[src/rtl/wp_pkg.sv]
package wp_pkg;

    localparam int unsigned UI_DATA_W = 512;
    localparam int unsigned UI_ADDR_W = 28;
    localparam int unsigned UI_BURST  = 8;

    typedef enum logic [2:0] {
        UI_CMD_WRITE = 3'b000,
        UI_CMD_READ  = 3'b001
    } ui_cmd_e;

    typedef enum logic {
        PH_LOW  = 1'b0,
        PH_HIGH = 1'b1
    } beat_phase_e;

    typedef struct packed {
        logic load;
        logic step;
    } addr_op_t;

    function automatic beat_phase_e next_phase(input beat_phase_e p);
        return (p == PH_LOW) ? PH_HIGH : PH_LOW;
    endfunction

endpackage

[src/rtl/wp_beat_sel.sv]
module wp_beat_sel
    import wp_pkg::*;
#(
    parameter int unsigned DATA_W = UI_DATA_W
) (
    input  logic                  clk,
    input  logic                  rst,
    input  logic [2*DATA_W-1:0]   word_i,
    input  logic                  take_i,
    output logic [DATA_W-1:0]     beat_o,
    output logic                  last_o
);
    localparam int unsigned HALVES = 2;

    beat_phase_e phase_q;
    logic [DATA_W-1:0] halves [HALVES];

    for (genvar h = 0; h < HALVES; h++) begin : g_split
        assign halves[h] = word_i[h*DATA_W +: DATA_W];
    end

    always_ff @(posedge clk) begin
        if (rst) begin
            phase_q <= PH_LOW;
        end else if (take_i) begin
            phase_q <= next_phase(phase_q);
        end
    end

    always_comb begin
        beat_o = (phase_q == PH_HIGH) ? halves[1] : halves[0];
        last_o = (phase_q == PH_HIGH);
    end

endmodule

[src/rtl/wp_addr_gen.sv]
module wp_addr_gen
    import wp_pkg::*;
#(
    parameter int unsigned ADDR_W = UI_ADDR_W,
    parameter int unsigned STEP   = UI_BURST
) (
    input  logic              clk,
    input  logic              rst,
    input  addr_op_t          op_i,
    input  logic [ADDR_W-1:0] start_i,
    output logic [ADDR_W-1:0] addr_o
);
    localparam logic [ADDR_W-1:0] STEP_V = ADDR_W'(STEP);

    logic [ADDR_W-1:0] addr_q;

    always_ff @(posedge clk) begin
        if (rst) begin
            addr_q <= '0;
        end else if (op_i.load) begin
            addr_q <= start_i;
        end else if (op_i.step) begin
            addr_q <= addr_q + STEP_V;
        end
    end

    assign addr_o = addr_q;

endmodule

[src/rtl/wp_ovf_mon.sv]
module wp_ovf_mon (
    input  logic clk,
    input  logic rst,
    input  logic full_i,
    input  logic wr_i,
    output logic flag_o
);
    logic flag_q;

    always_ff @(posedge clk) begin
        if (rst) begin
            flag_q <= 1'b0;
        end else if (full_i && wr_i) begin
            flag_q <= 1'b1;
        end
    end

    assign flag_o = flag_q;

endmodule

[src/rtl/wp_cmd_ctrl.sv]
module wp_cmd_ctrl
    import wp_pkg::*;
#(
    parameter int unsigned DATA_W = UI_DATA_W,
    parameter int unsigned ADDR_W = UI_ADDR_W,
    parameter int unsigned BURST  = UI_BURST
) (
    input  logic                clk,
    input  logic                rst,
    input  logic [2*DATA_W-1:0] fifo_dout,
    input  logic                fifo_empty,
    input  logic                fifo_full,
    input  logic                fifo_wr,
    output logic                fifo_rd_en,
    input  logic                cmd_rdy,
    input  logic                wdata_rdy,
    input  logic                addr_load,
    input  logic [ADDR_W-1:0]   addr_start,
    output logic                cmd_en,
    output logic [2:0]          cmd_code,
    output logic [ADDR_W-1:0]   cmd_addr,
    output logic                wdata_en,
    output logic [DATA_W-1:0]   wdata,
    output logic                overflow
);
    logic     pending;
    logic     take;
    logic     last_beat;
    addr_op_t aop;

    always_comb begin
        pending  = !fifo_empty;
        take     = pending && cmd_rdy && wdata_rdy;
        aop.load = addr_load;
        aop.step = take;
    end

    wp_beat_sel #(.DATA_W(DATA_W)) u_beat (
        .clk    (clk),
        .rst    (rst),
        .word_i (fifo_dout),
        .take_i (take),
        .beat_o (wdata),
        .last_o (last_beat)
    );

    wp_addr_gen #(.ADDR_W(ADDR_W), .STEP(BURST)) u_addr (
        .clk     (clk),
        .rst     (rst),
        .op_i    (aop),
        .start_i (addr_start),
        .addr_o  (cmd_addr)
    );

    wp_ovf_mon u_ovf (
        .clk    (clk),
        .rst    (rst),
        .full_i (fifo_full),
        .wr_i   (fifo_wr),
        .flag_o (overflow)
    );

    always_comb begin
        cmd_en     = pending;
        wdata_en   = pending;
        cmd_code   = UI_CMD_WRITE;
        fifo_rd_en = take && last_beat;
    end

endmodule

[config.mk]
export PLATFORM = sky130hd
export DESIGN_NAME = wp_cmd_ctrl
export DESIGN_NICKNAME = d
export VERILOG_FILES = /design/src/rtl/wp_pkg.sv /design/src/rtl/wp_beat_sel.sv /design/src/rtl/wp_addr_gen.sv /design/src/rtl/wp_ovf_mon.sv /design/src/rtl/wp_cmd_ctrl.sv
export SDC_FILE = /design/constraint.sdc
export NUM_CORES = 1
export LEC_CHECK = 0
export BUFFER_PORTS_ARGS = -buffer_cell sky130_fd_sc_hd__buf_2
export CAP_MARGIN = 25
export CORE_AREA = 2 2 629 631
export CTS_CLUSTER_SIZE = 16
export DETAILED_ROUTE_END_ITERATION = 16
export DIE_AREA = 0 0 631 633
export GPL_ROUTABILITY_DRIVEN = 0
export SLEW_MARGIN = 20
export SYNTH_ARGS = -nofsm -noshare
export SYNTH_HDL_FRONTEND = slang
export SYNTH_SLANG_ARGS = --single-unit
export TNS_END_PERCENT = 5
[constraint.sdc]
create_clock -name clk -period 2.4 [get_ports clk]
set_input_delay 0.12 -clock clk [delete_from_list [all_inputs] [get_ports clk]]
set_output_delay 0.12 -clock clk [all_outputs]
set_load 0.1 [all_outputs]
## Yosys cells after proc, flatten, opt, wreduce, memory -nomap -nowiden

Index checks and enable logic that the tools add are counted.

- Bits in registers: 30
- Bits in latches: 0
- Memory bits (writable): 0
- Bits in read-only memories: 0
- Input bits: 1,060
- Output and inout bits: 547
- Logic and storage cells: 14
- Memories kept: 0

- $add $sub $neg: 1
- Multiply operators: 0
- Divide/modulo/power cells: 0
- Magnitude comparators: 0
- Equality and inequality tests: 0
- Shifts and indexed selects: 0
- Mux-type cells: 4
- Bitwise operators: 0
- Reductions and logical operators: 6

Operators with widths:

| kind | count |
|---|---|
| $mux W512 | 1 |
| $mux W28 | 2 |
| $add A28 B4 Y28 const B | 1 |
| $logic_and A1 B1 Y1 | 4 |
| $reduce_bool A2 Y1 | 1 |
| $logic_not A1 Y1 | 1 |
| $mux W1 | 1 |

## Depth between registers and ports, before layout

- Word-level depth: 5
- Gate-level depth with buffers: 5
- Mapped depth without buffers: 5

## Cells and area by module

A second synthesis with hierarchy kept.

- Cell total of the unflattened synthesis: 772
- Area total of the unflattened synthesis: 8,070.2 um^2

Modules (own cells, without submodules):

| module | times used | cells an instance | area an instance (um^2) | seq. area each (um^2) |
|---|---|---|---|---|
| wp_beat_sel | 1 | 572 | 6,414.9 | 20.0 |
| wp_addr_gen | 1 | 189 | 1,569.0 | 560.5 |
| wp_cmd_ctrl | 1 | 8 | 57.6 | 0.0 |
| wp_ovf_mon | 1 | 3 | 28.8 | 20.0 |

## Worst setup path before layout

OpenSTA, ideal clock, no wires.

- Path type: register to register
- Start: register u_addr.addr_q[3], in the netlist u_addr.addr_o[3]
- End: register u_addr.addr_q[17], in the netlist u_addr.addr_o[17]
- Library setup time: 0.095 ns
- Arrival: 2.495 ns
- Required time: 2.305 ns
- Setup slack: -0.190 ns
- Stages on the path, launching flop included: 6
- Buffers on the path: 0
- Period minus slack after synthesis: 2.590 ns
- Cell sequence: dfxtp_1 -> ha_1 -> nand4_1 -> or3_1 -> o31a_1 -> a221oi_1

- Cells in the longest elaborated chain, start to end: 3

RTL lines:

| element | line | RTL |
|---|---|---|
| start, declared | wp_addr_gen.sv:15 | `logic [ADDR_W-1:0] addr_q;` |
| start signal, assigned | wp_addr_gen.sv:21 | `addr_q <= start_i;` |
| start signal, assigned | wp_addr_gen.sv:23 | `addr_q <= addr_q + STEP_V;` |
| $add A28 B4 Y28 | wp_addr_gen.sv:23 |  |
| $mux W28 | wp_addr_gen.sv:22 | `end else if (op_i.step) begin` |
| $mux W28 | wp_addr_gen.sv:20 | `end else if (op_i.load) begin` |

No other way between the ends. The select of a mux whose other input is x is not followed.
A chain may end at the register's enable or synchronous reset.

## Final worst setup path

- Start: register u_beat.phase_q, in the netlist u_beat.last_o
- End: output port wdata[59]

- Cells in the longest elaborated chain, start to end: 1

RTL lines:

| element | line | RTL |
|---|---|---|
| start, declared | wp_beat_sel.sv:15 | `beat_phase_e phase_q;` |
| start signal, assigned | wp_beat_sel.sv:26 | `phase_q <= next_phase(phase_q);` |
| $mux W512 | wp_beat_sel.sv:31 | `beat_o = (phase_q == PH_HIGH) ? halves[1] : halves[0];` |
| end, declared | wp_cmd_ctrl.sv:23 | `output logic [DATA_W-1:0] wdata,` |

No other way between the ends.

==> impl_metrics.json <==
{
  "die_x_microns": 631,
  "clock_latency_ps": 290,
  "ys_top_cells_by_count": "mux2_2, clkbuf_1, dfxtp_1",
  "critPathArrivalTime_ps": 2110,
  "cp_cell_sequence": "buf_12 -> buf_12 -> mux2_2 -> buf_12",
  "worst-path-buf-inv": 3,
  "firstDrtPassIters": 7,
  "slew_headroom_pct": 41.4,
  "antenna_left": 0,
  "crit_family": "buffers and inverters",
  "initial_core_util_pct": 1.96,
  "netlist_instances": 769,
  "layout-drive-gt1-share_pct": 92.6,
  "post-cts-setup-buffers": 0,
  "tightest_slew_ps": 885,
  "yosys-top-cells-area": "mux2_2, dfxtp_1, clkbuf_1",
  "vias": 18000,
  "grt_pass1_wl_mm": 408,
  "p_int_mw": 4.10,
  "switching_share_pct": 67.9,
  "fillers": 46000,
  "cts-root-buf": "clkbuf_16",
  "clkTransAtPathRegs_ps": 70,
  "via_per_inst": 2.30,
  "tns_ps": 0,
  "synth_area_leader_cell": "mux2_2",
  "pin_count": 1607,
  "synth.cell_area_sq_um": 7690,
  "totalWireLength_mm": 379,
  "max_cap_viol_count": 0,
  "pwr-share-seq_pct": 4.6,
  "ctsLongestPathBuffers": 2,
  "cts_hold_buf": 0,
  "hold_path_class": "in -> reg",
  "power.leakage_nw": 10.7,
  "critPathRequiredTime_ps": 2280,
  "combinationalPowerShare_pct": 90.0,
  "hpwl_mm": 366,
  "fin_crit_ps": 2230,
  "numPortBuffers": 1603,
  "synth_top_area_share_pct": 75.0,
  "path_max_fanout": 69,
  "peakVddDrop_v": 0.000273,
  "grt_max_degree": 93,
  "cts_resized": 0,
  "drv_slew": 0,
  "area_growth_pct": 260,
  "synth_seq_area_share_pct": 7.81,
  "die_y_microns": 633,
  "critPathKind": "reg -> out",
  "gr-total-overflow": 0,
  "whs_ps": 73.0,
  "clock_sinks": 30,
  "rsz0062_at_grt": "false",
  "dieArea_sq_um": 399000,
  "synth_seq_cells": 30,
  "globalRouteTotalUtil_pct": 18.2,
  "startpoint_type": "flop",
  "min_period_over_period_pct": 93.1,
  "clkPwrFrac_pct": 5.4,
  "synth_ff_type": "dfxtp_1",
  "avgSynthCellArea_sq_um": 10.0,
  "crit_slowest_cell": "mux2_2",
  "grt_pass1_vias": 14900,
  "finalHoldViolations": 0,
  "status": "finished, final reports clean",
  "setup_viol": 0,
  "fin_skew_ps": 14.5,
  "yosys_warnings": 0,
  "crit_top_cell": "buf_12",
  "multi_input_area_sq_um": 6740,
  "synth_edf_count": 0,
  "cts_made_buffers": 5,
  "drt_iter0_markers": 1142,
  "synthArstFlopShare_pct": 0,
  "antenna_found_initial": 653,
  "cp-end-kind": "output pin",
  "p_per_area_nw_per_um2": 462,
  "p_switching_mw": 8.68,
  "slowest_delay_ps": 540,
  "cts-htree-levels": 2,
  "drc_errors": 0,
  "cts_tree": "done",
  "num_rows": 230,
  "final-seq-area_sq_um": 612,
  "ys_types": 44,
  "synth_most_common_cell": "mux2_2",
  "fin_nets": 3393,
  "coreArea_sq_um": 392000,
  "fmax_mhz": 448,
  "drt-wirelength-per-cell_microns": 48.5
}
[power by group through the flow]
stage,Combinational (mW),Clock [mW],Sequential (mW)
global placement,11.6,0,0.592
global route,11.8,0.718,0.590
floorplan,6.42,0,0.817
finish,11.5,0.687,0.585
detailed placement,11.6,0,0.593
CTS,11.7,0.700,0.583
[logic make-up (layout without fill, tap and decap cells)]
logic type               Yosys count  count (layout)  synth area share [%]
XOR/XNOR                           8               8                 0.911
AO/OA/AOI/OAI                     44              44                  4.30
AND/OR/NAND/NOR                   85              85                  6.72
multiplexers                     515             515                  75.4
adder cells (fa/ha/maj)            1               1                 0.163
other                              1             271                0.0488
flip-flops                        30              30                  7.81
buffers and inverters             85            1647                  4.65
[through the flow]
step                area, sq um  utilization, %  total power, mW  worst slack (ps)  cells
floorplan                  7700               -             7.24             -24.6    771
global placement          26800            6.85             12.2               315   7545
detailed placement        26800            6.85             12.2               414   7545
CTS                       27000            6.89             12.9               132   7553
global route              27300            6.97             13.1               117   7682
finish                    27700            7.06             12.8               166   7821
[area by class of cell]
cell class              count  share of cell area, %
inverters                  14                  0.190
clock inverters             2                 0.0407
repair buffers           1625                   46.7
clock buffers               6                  0.502
flip-flops and latches     30                   2.21
multi-input cells         656                   24.3
diodes                    268                   2.42
well taps                5220                   23.6
[registers in the layout, indices dropped and copies added, names as in the netlist]
register	flops
u_ovf.flag_o	1
u_beat.last_o	1
u_addr.addr_o	28
[worst min-delay path: cells and delay by family]
kind / cells / cell delay (ps)
buf+inv: 1 / 80
simple gates: 1 / 80
compound gates: 1 / 50
[per-layer routing]
layer | GRT usage (%) | up-vias | routed length (microns)
li1 | - | 6378 | -
met1 | 15.4 | 7704 | 109000
met2 | 31.4 | 2335 | 182000
met3 | 14.8 | 1278 | 67800
met4 | 6.38 | 292 | 17300
met5 | 1.74 | - | 2370
[final timing paths]
kind	from	end	slack (ps)	cells past startpoint
max	u_beat.last_o$_SDFFE_PP0P_	wdata[59]	170	4
min	fifo_wr	u_ovf.flag_o$_SDFFE_PP0P_	70	3
max reg2reg	u_addr.addr_o[3]$_SDFFE_PP0P_	u_addr.addr_o[19]$_SDFFE_PP0P_	360	5
min reg2reg	u_ovf.flag_o$_SDFFE_PP0P_	u_ovf.flag_o$_SDFFE_PP0P_	480	2
[cells in the final DEF, fill, tap and decap left out, types with 2 or more instances in the layout]
cell | synthesis | layout
nand2_1 | 9 | 9
clkbuf_16 | 0 | 5
or3_1 | 4 | 4
nor2_1 | 24 | 24
a211oi_1 | 11 | 11
nor4_1 | 8 | 8
a2111oi_0 | 7 | 7
buf_12 | 0 | 314
a21oi_1 | 5 | 5
dfxtp_1 | 30 | 23
mux2_2 | 512 | 512
dfxtp_2 | 0 | 6
a221oi_1 | 2 | 2
buf_2 | 19 | 1284
inv_1 | 13 | 13
and3_1 | 2 | 2
nand4_1 | 4 | 4
conb_1 | 1 | 3
nor2b_1 | 4 | 4
mux2i_1 | 3 | 3
nor3_1 | 3 | 3
o21ai_0 | 5 | 5
diode_2 | 0 | 268
a311oi_1 | 7 | 7
nand3_1 | 5 | 5
xnor2_1 | 5 | 5
and4_1 | 11 | 11
and2_1 | 2 | 2
xor2_1 | 3 | 3
buf_4 | 4 | 27
o31a_1 | 3 | 3
Note: power is estimated with default switching activity, not from simulation.
